--- config.mk ---
export PLATFORM = sky130hd
export DESIGN_NAME = tdm_deser
export DESIGN_NICKNAME = d
export VERILOG_FILES = /design/src/rtl/tdm_deser_pkg.sv /design/src/rtl/tdm_frame_ctrl.sv /design/src/rtl/tdm_slot_capture.sv /design/src/rtl/tdm_out_reg.sv /design/src/rtl/tdm_deser.sv
export SDC_FILE = /design/constraint.sdc
export NUM_CORES = 1
export LEC_CHECK = 0
export BUFFER_PORTS_ARGS = -buffer_cell sky130_fd_sc_hd__clkbuf_2
export CORE_MARGIN = 10
export CORE_UTILIZATION = 50
export CTS_CLUSTER_SIZE = 16
export DETAILED_ROUTE_END_ITERATION = 10
export PLACE_DENSITY = 0.67
export SYNTH_ARGS = -nofsm -noshare
export SYNTH_HDL_FRONTEND = slang
export SYNTH_SLANG_ARGS = --single-unit
--- constraint.sdc ---
create_clock -name clk_i -period 2.8 [get_ports clk_i]
set_clock_uncertainty 0.05 [all_clocks]
set_input_delay 0.56 -clock clk_i [delete_from_list [all_inputs] [get_ports clk_i]]
set_output_delay 0.56 -clock clk_i [all_outputs]
set_load 0.01 [all_outputs]
--- src/rtl/tdm_deser_pkg.sv ---
package tdm_deser_pkg;
  typedef enum logic {
    FRAME_OCTAL = 1'b0,
    FRAME_DUAL  = 1'b1
  } frame_mode_e;

  // dual framing: first half of channels on line 0, second half on line 1
  function automatic int unsigned dual_line(int unsigned ch, int unsigned per_line);
    return ch / per_line;
  endfunction

  function automatic int unsigned dual_slot(int unsigned ch, int unsigned per_line);
    return ch % per_line;
  endfunction
endpackage

--- src/rtl/tdm_frame_ctrl.sv ---
module tdm_frame_ctrl
  import tdm_deser_pkg::*;
#(
  parameter int unsigned FRAME_BITS = 256,
  localparam int unsigned CNT_W = $clog2(FRAME_BITS)
) (
  input  logic             clk_i,
  input  logic             rst_ni,
  input  frame_mode_e      mode_i,
  input  logic             fsync_i,
  output logic             cap_en_o,
  output logic [CNT_W-1:0] bit_idx_o,
  output logic             done_o,
  output logic             err_o
);
  logic             fs_q;
  logic             active_q;
  logic [CNT_W-1:0] cnt_q;
  logic             start;
  logic [CNT_W-1:0] last_idx;

  assign start     = fsync_i & ~fs_q;
  assign last_idx  = (mode_i == FRAME_DUAL) ? CNT_W'(FRAME_BITS/2 - 1) : CNT_W'(FRAME_BITS - 1);
  assign bit_idx_o = start ? '0 : cnt_q;
  assign cap_en_o  = start | active_q;
  assign done_o    = cap_en_o && (bit_idx_o == last_idx);
  assign err_o     = start & active_q;

  always_ff @(posedge clk_i or negedge rst_ni) begin
    if (!rst_ni) begin
      fs_q     <= 1'b0;
      active_q <= 1'b0;
      cnt_q    <= '0;
    end else begin
      fs_q <= fsync_i;
      if (start) begin
        active_q <= 1'b1;
        cnt_q    <= CNT_W'(1);
      end else if (active_q) begin
        if (done_o) begin
          active_q <= 1'b0;
          cnt_q    <= '0;
        end else begin
          cnt_q <= cnt_q + CNT_W'(1);
        end
      end
    end
  end

  assert_cnt_in_frame_R3: assert property (@(posedge clk_i) disable iff (!rst_ni)
    active_q |-> (cnt_q <= last_idx));
  assert_err_no_done_R7: assert property (@(posedge clk_i) disable iff (!rst_ni)
    err_o |-> !done_o);
  assert_idle_no_done_R8: assert property (@(posedge clk_i) disable iff (!rst_ni)
    (!active_q && !start) |-> !done_o);
  assert_restart_slot0_R2: assert property (@(posedge clk_i) disable iff (!rst_ni)
    start |=> (active_q && cnt_q == CNT_W'(1)));
endmodule

--- src/rtl/tdm_slot_capture.sv ---
module tdm_slot_capture
  import tdm_deser_pkg::*;
#(
  parameter int unsigned NUM_CH    = 8,
  parameter int unsigned SAMPLE_W  = 24,
  parameter int unsigned SLOT_W    = 32,
  parameter int unsigned NUM_LINES = 2,
  localparam int unsigned FRAME_BITS = NUM_CH * SLOT_W,
  localparam int unsigned CNT_W      = $clog2(FRAME_BITS),
  localparam int unsigned POS_W      = $clog2(SLOT_W),
  localparam int unsigned SIDX_W     = CNT_W - POS_W,
  localparam int unsigned PER_LINE   = NUM_CH / NUM_LINES
) (
  input  logic                       clk_i,
  input  logic                       rst_ni,
  input  frame_mode_e                mode_i,
  input  logic                       cap_en_i,
  input  logic [CNT_W-1:0]           bit_idx_i,
  input  logic [NUM_LINES-1:0]       sdata_i,
  output logic [NUM_CH*SAMPLE_W-1:0] shift_o
);
  logic [POS_W-1:0]  pos;
  logic [SIDX_W-1:0] slot_now;
  logic              in_sample;

  assign pos       = bit_idx_i[POS_W-1:0];
  assign slot_now  = bit_idx_i[CNT_W-1:POS_W];
  assign in_sample = ({1'b0, pos} < (POS_W+1)'(SAMPLE_W));

  for (genvar ch = 0; ch < NUM_CH; ch++) begin : g_ch
    localparam int unsigned D_LINE = dual_line(ch, PER_LINE);
    localparam int unsigned D_SLOT = dual_slot(ch, PER_LINE);
    logic [SAMPLE_W-1:0] sh_q;
    logic [SIDX_W-1:0]   my_slot;
    logic                my_bit;
    logic                hit;

    assign my_slot = (mode_i == FRAME_DUAL) ? SIDX_W'(D_SLOT) : SIDX_W'(ch);
    assign my_bit  = (mode_i == FRAME_DUAL) ? sdata_i[D_LINE] : sdata_i[0];
    assign hit     = cap_en_i && in_sample && (slot_now == my_slot);

    always_ff @(posedge clk_i or negedge rst_ni) begin
      if (!rst_ni)  sh_q <= '0;
      else if (hit) sh_q <= {sh_q[SAMPLE_W-2:0], my_bit};
    end

    assign shift_o[ch*SAMPLE_W +: SAMPLE_W] = sh_q;
  end

  assert_pad_ignored_R5: assert property (@(posedge clk_i) disable iff (!rst_ni)
    (cap_en_i && !in_sample) |=> $stable(shift_o));
  assert_no_capture_idle_R8: assert property (@(posedge clk_i) disable iff (!rst_ni)
    !cap_en_i |=> $stable(shift_o));
endmodule

--- src/rtl/tdm_out_reg.sv ---
module tdm_out_reg #(
  parameter int unsigned WIDTH = 192
) (
  input  logic             clk_i,
  input  logic             rst_ni,
  input  logic             load_i,
  input  logic             err_i,
  input  logic [WIDTH-1:0] data_i,
  output logic [WIDTH-1:0] data_o,
  output logic             valid_o,
  output logic             err_o
);
  always_ff @(posedge clk_i or negedge rst_ni) begin
    if (!rst_ni) begin
      data_o  <= '0;
      valid_o <= 1'b0;
      err_o   <= 1'b0;
    end else begin
      valid_o <= load_i;
      err_o   <= err_i;
      if (load_i) data_o <= data_i;
    end
  end

  assert_valid_single_R6: assert property (@(posedge clk_i) disable iff (!rst_ni)
    valid_o |=> !valid_o);
  assert_hold_between_R6: assert property (@(posedge clk_i) disable iff (!rst_ni)
    !valid_o |-> $stable(data_o));
endmodule

--- src/rtl/tdm_deser.sv ---
module tdm_deser
  import tdm_deser_pkg::*;
#(
  parameter int unsigned NUM_CH    = 8,
  parameter int unsigned SAMPLE_W  = 24,
  parameter int unsigned SLOT_W    = 32,
  parameter int unsigned NUM_LINES = 2,
  localparam int unsigned FRAME_BITS = NUM_CH * SLOT_W,
  localparam int unsigned CNT_W      = $clog2(FRAME_BITS),
  localparam int unsigned OUT_W      = NUM_CH * SAMPLE_W
) (
  input  logic                 clk_i,
  input  logic                 rst_ni,
  input  logic                 dual_mode_i,
  input  logic                 fsync_i,
  input  logic [NUM_LINES-1:0] sdata_i,
  output logic [OUT_W-1:0]     samples_o,
  output logic                 frame_valid_o,
  output logic                 frame_err_o
);
  frame_mode_e      mode;
  logic             cap_en;
  logic [CNT_W-1:0] bit_idx;
  logic             done;
  logic             err;
  logic [OUT_W-1:0] shifted;

  assign mode = dual_mode_i ? FRAME_DUAL : FRAME_OCTAL;

  tdm_frame_ctrl #(.FRAME_BITS(FRAME_BITS)) u_ctrl (
    .clk_i, .rst_ni, .mode_i(mode), .fsync_i,
    .cap_en_o(cap_en), .bit_idx_o(bit_idx), .done_o(done), .err_o(err)
  );

  tdm_slot_capture #(
    .NUM_CH(NUM_CH), .SAMPLE_W(SAMPLE_W), .SLOT_W(SLOT_W), .NUM_LINES(NUM_LINES)
  ) u_cap (
    .clk_i, .rst_ni, .mode_i(mode), .cap_en_i(cap_en), .bit_idx_i(bit_idx),
    .sdata_i, .shift_o(shifted)
  );

  tdm_out_reg #(.WIDTH(OUT_W)) u_out (
    .clk_i, .rst_ni, .load_i(done), .err_i(err), .data_i(shifted),
    .data_o(samples_o), .valid_o(frame_valid_o), .err_o(frame_err_o)
  );

  assert_err_single_R7: assert property (@(posedge clk_i) disable iff (!rst_ni)
    frame_err_o |=> !frame_err_o);
  assert_err_no_update_R7: assert property (@(posedge clk_i) disable iff (!rst_ni)
    frame_err_o |-> (!frame_valid_o && $stable(samples_o)));
endmodule

==> flow_metrics.tcl <==
set metrics [dict create \
    detail-route-antenna-nets 0 \
    ys_ff_latch 396 \
    max_stage_delay_ns 0.61 \
    htree_levels 2 \
    status "complete, no violations" \
    arrival_ns 2.65 \
    start_util_pct 50.5 \
    core_sq_mm 0.0305 \
    dp_hpwl_microns 19900 \
    setup_tns_ns 0 \
    maxCapViolCount 0 \
    critPathTopFamily "simple AND/OR/NAND/NOR gates" \
    postCtsSetupBuffers 0 \
    ir_worst_vdd_v 0.000499 \
    ff2ff_path_depth 5 \
    setup_violations 0 \
    rsz0062_at_grt "false" \
    cp_num_cells 5 \
    cts_tree "done" \
    syn2layout_area_growth_pct 19.1 \
    drive_gt1_share_pct 53.5 \
    fin_nets 1204 \
    synth_cell_types 45 \
    async_flop_share_pct 100 \
    antenna_found_initial 2 \
    multiInputGateArea_sq_mm 0.00520 \
    synth-warning-count 0 \
    leakagePower_nw 9.61 \
    min_path_cells 1 \
    grt_pass1_wl_microns 49600 \
    firstDrtPassIters 4 \
    clk_pin_slew_ns 0.06 \
    seq_area_sq_mm 0.00991 \
    yosysSeqAreaShare_pct 64.3 \
    worst_slack_ns 0.502 \
    slew-limit-headroom_pct 59.6 \
    portBuffers 199 \
    core.rowCount 64 \
    initialDrtViolationCount 564 \
    wl_microns 30000 \
    cts_sinks 396 \
    die_h_microns 196 \
    grt_max_degree 74 \
    grt.overflow.total 0 \
    crit_fanout 24 \
    clock.fmax_mhz 435 \
    synthCells 981 \
    cp.buffers_inverters 2 \
    root_buffer "clkbuf_16" \
    grt_usage_pct 15.4 \
    critical_path.cell_chain "inv_2 -> or4_4 -> nor3b_4 -> buf_12 -> mux2_2" \
    worst_pin_slew_ns 0.607 \
    via_count 8702 \
    synth-edff-count 0 \
    place_congestion 0.746 \
    numCtsBuffers 41 \
    required_ns 3.16 \
    pre_cts_ws_ns 0.395 \
    fp.dieW_microns 196 \
    postSynthAreaPerCell_sq_um 15.7 \
    hold_path.class "in2reg" \
    insertion_delay_ns 0.53 \
    clockBufferDepth 3 \
    fin_crit_ns 2.30 \
    grt_pass1_vias 9077 \
    synthesis.nets 988 \
    synth_ff_type "dfrtp_1" \
    drv_slew 0 \
    io_pins 200 \
    hold_violations 0 \
    via_per_inst 5.36 \
    path_class "reg2reg" \
    period_share_pct 82.1 \
    route.detailed.wl_per_inst_microns 18.5 \
    die-area_sq_mm 0.0383 \
    end_kind "flop" \
    syn_area_sq_mm 0.0154 \
    power.density_mw_per_mm2 651 \
    slowest_stage "or4_4" \
    drc 0 \
    crit_path_start_kind "flop" \
    fillers 2350 \
]
==> registers in the layout, indices dropped and copies added (netlist names) <==
register         count
u_cap.g_ch.sh_q    192
u_ctrl.fs_q          1
u_out.data_o       192
u_out.err_o          1
u_ctrl.active_q      1
u_ctrl.cnt_q         8
u_out.valid_o        1
==> what timing repair did <==
| item | CTS | global route |
|---|---|---|
| setup endpoints to repair | 0 | 0 |
| hold endpoints to repair | 39 | 0 |
| gates resized for setup | 0 | 0 |
| hold buffers | 1 | 0 |
==> placed cells by master, fill, tap and decap left out, types with 7 or more instances in the layout <==
cell       Yosys  final
dfrtp_1      396    396
mux2_2       342    342
clkbuf_2       0    198
clkbuf_16      0     43
nand2_1       29     29
a21oi_1       26     25
a221o_1       23     23
nand4b_1      22     22
buf_4          3     22
buf_12         0     12
mux2_4        10     10
clkbuf_1      24     10
mux2_1         9      9
nor2_1         7      7
clkinv_2       0      7
==> cells in the mapped netlist (3+ instances only) <==
| master | n | share of area (%) |
|---|---|---|
| a21oi_1 | 26 | 0.84 |
| a221o_1 | 23 | 1.5 |
| buf_2 | 26 | 0.84 |
| buf_4 | 3 | 0.15 |
| buf_6 | 6 | 0.44 |
| clkbuf_1 | 24 | 0.58 |
| dfrtp_1 | 396 | 64 |
| mux2_1 | 9 | 0.66 |
| mux2_2 | 342 | 25 |
| mux2_4 | 10 | 0.97 |
| nand2_1 | 29 | 0.71 |
| nand3_1 | 5 | 0.16 |
| nand4_1 | 6 | 0.24 |
| nand4b_1 | 22 | 1.2 |
| nor2_1 | 7 | 0.17 |
| nor3_1 | 3 | 0.097 |
| o21ai_0 | 6 | 0.19 |
| xnor2_1 | 3 | 0.17 |
==> cells by family after synthesis <==
logic type	after synthesis	synth area share, %
AOI/OAI and AO/OA	63	2.95
xor gates and xnor gates	4	0.227
adders and majority gates	1	0.0811
buffers and inverters	64	2.13
DFF	396	64.3
muxes	362	26.7
and+or+nand+nor	91	3.64
==> power breakdown <==
part | total [W] | leakage (nW) | internal [W] | switching, W
Clock | 0.00535 | 0.650 | 0.00316 | 0.00219
Combinational | 0.000470 | 3.53 | 0.000226 | 0.000244
Sequential | 0.00614 | 5.44 | 0.00592 | 0.000214
==> path summary, 6_finish.rpt <==
| check | startpoint | endpoint | slack, ns |
|---|---|---|---|
| worst min register to register | u_cap.g_ch[0].sh_q[23] | u_cap.g_ch[0].sh_q[23] | 0.45 |
| max in group asynchronous | rst_ni | u_out.data_o[182] | 1.31 |
| worst max register to register | u_ctrl.active_q | u_cap.g_ch[2].sh_q[17] | 0.50 |
| worst max-delay path | u_ctrl.active_q | u_cap.g_ch[2].sh_q[17] | 0.50 |
| worst min-delay path | fsync_i | u_ctrl.fs_q | 0.12 |
| min in group asynchronous | rst_ni | u_cap.g_ch[3].sh_q[16] | 0.57 |
==> layer usage <==
metal	share of wire [%]	global-route usage (%)	vias up
met2	45	23.4	213
met1	45	20.6	4456
met3	8.0	5.64	52
met5	0.067	0	-
met4	2.0	4.04	2
li1	-	-	3979
==> area by class of cell <==
| class | count | share of cell area (%) |
|---|---|---|
| diodes | 1 | 0.0136 |
| clock buffers | 59 | 6.51 |
| clock inverters | 14 | 0.736 |
| inverters | 3 | 0.0613 |
| multi-input cells | 521 | 28.3 |
| flip-flops and latches | 396 | 54.0 |
| well taps | 396 | 2.70 |
| repair buffers | 234 | 7.74 |
==> through the flow <==
step	cell area, sq um	utilization, %	power (W)	instances	hold slack [ns]
after CTS	18400	60.2	0.0121	1623	0.100
after floorplan	15400	-	0.00646	981	0.214
after detailed placement	17000	55.8	0.00672	1549	0.441
final	18400	60.2	0.0120	1624	0.123
after global placement	17000	55.8	0.00670	1549	0.435
after global routing	18400	60.2	0.0124	1624	0.109
Power figures use the tool's default switching activity.
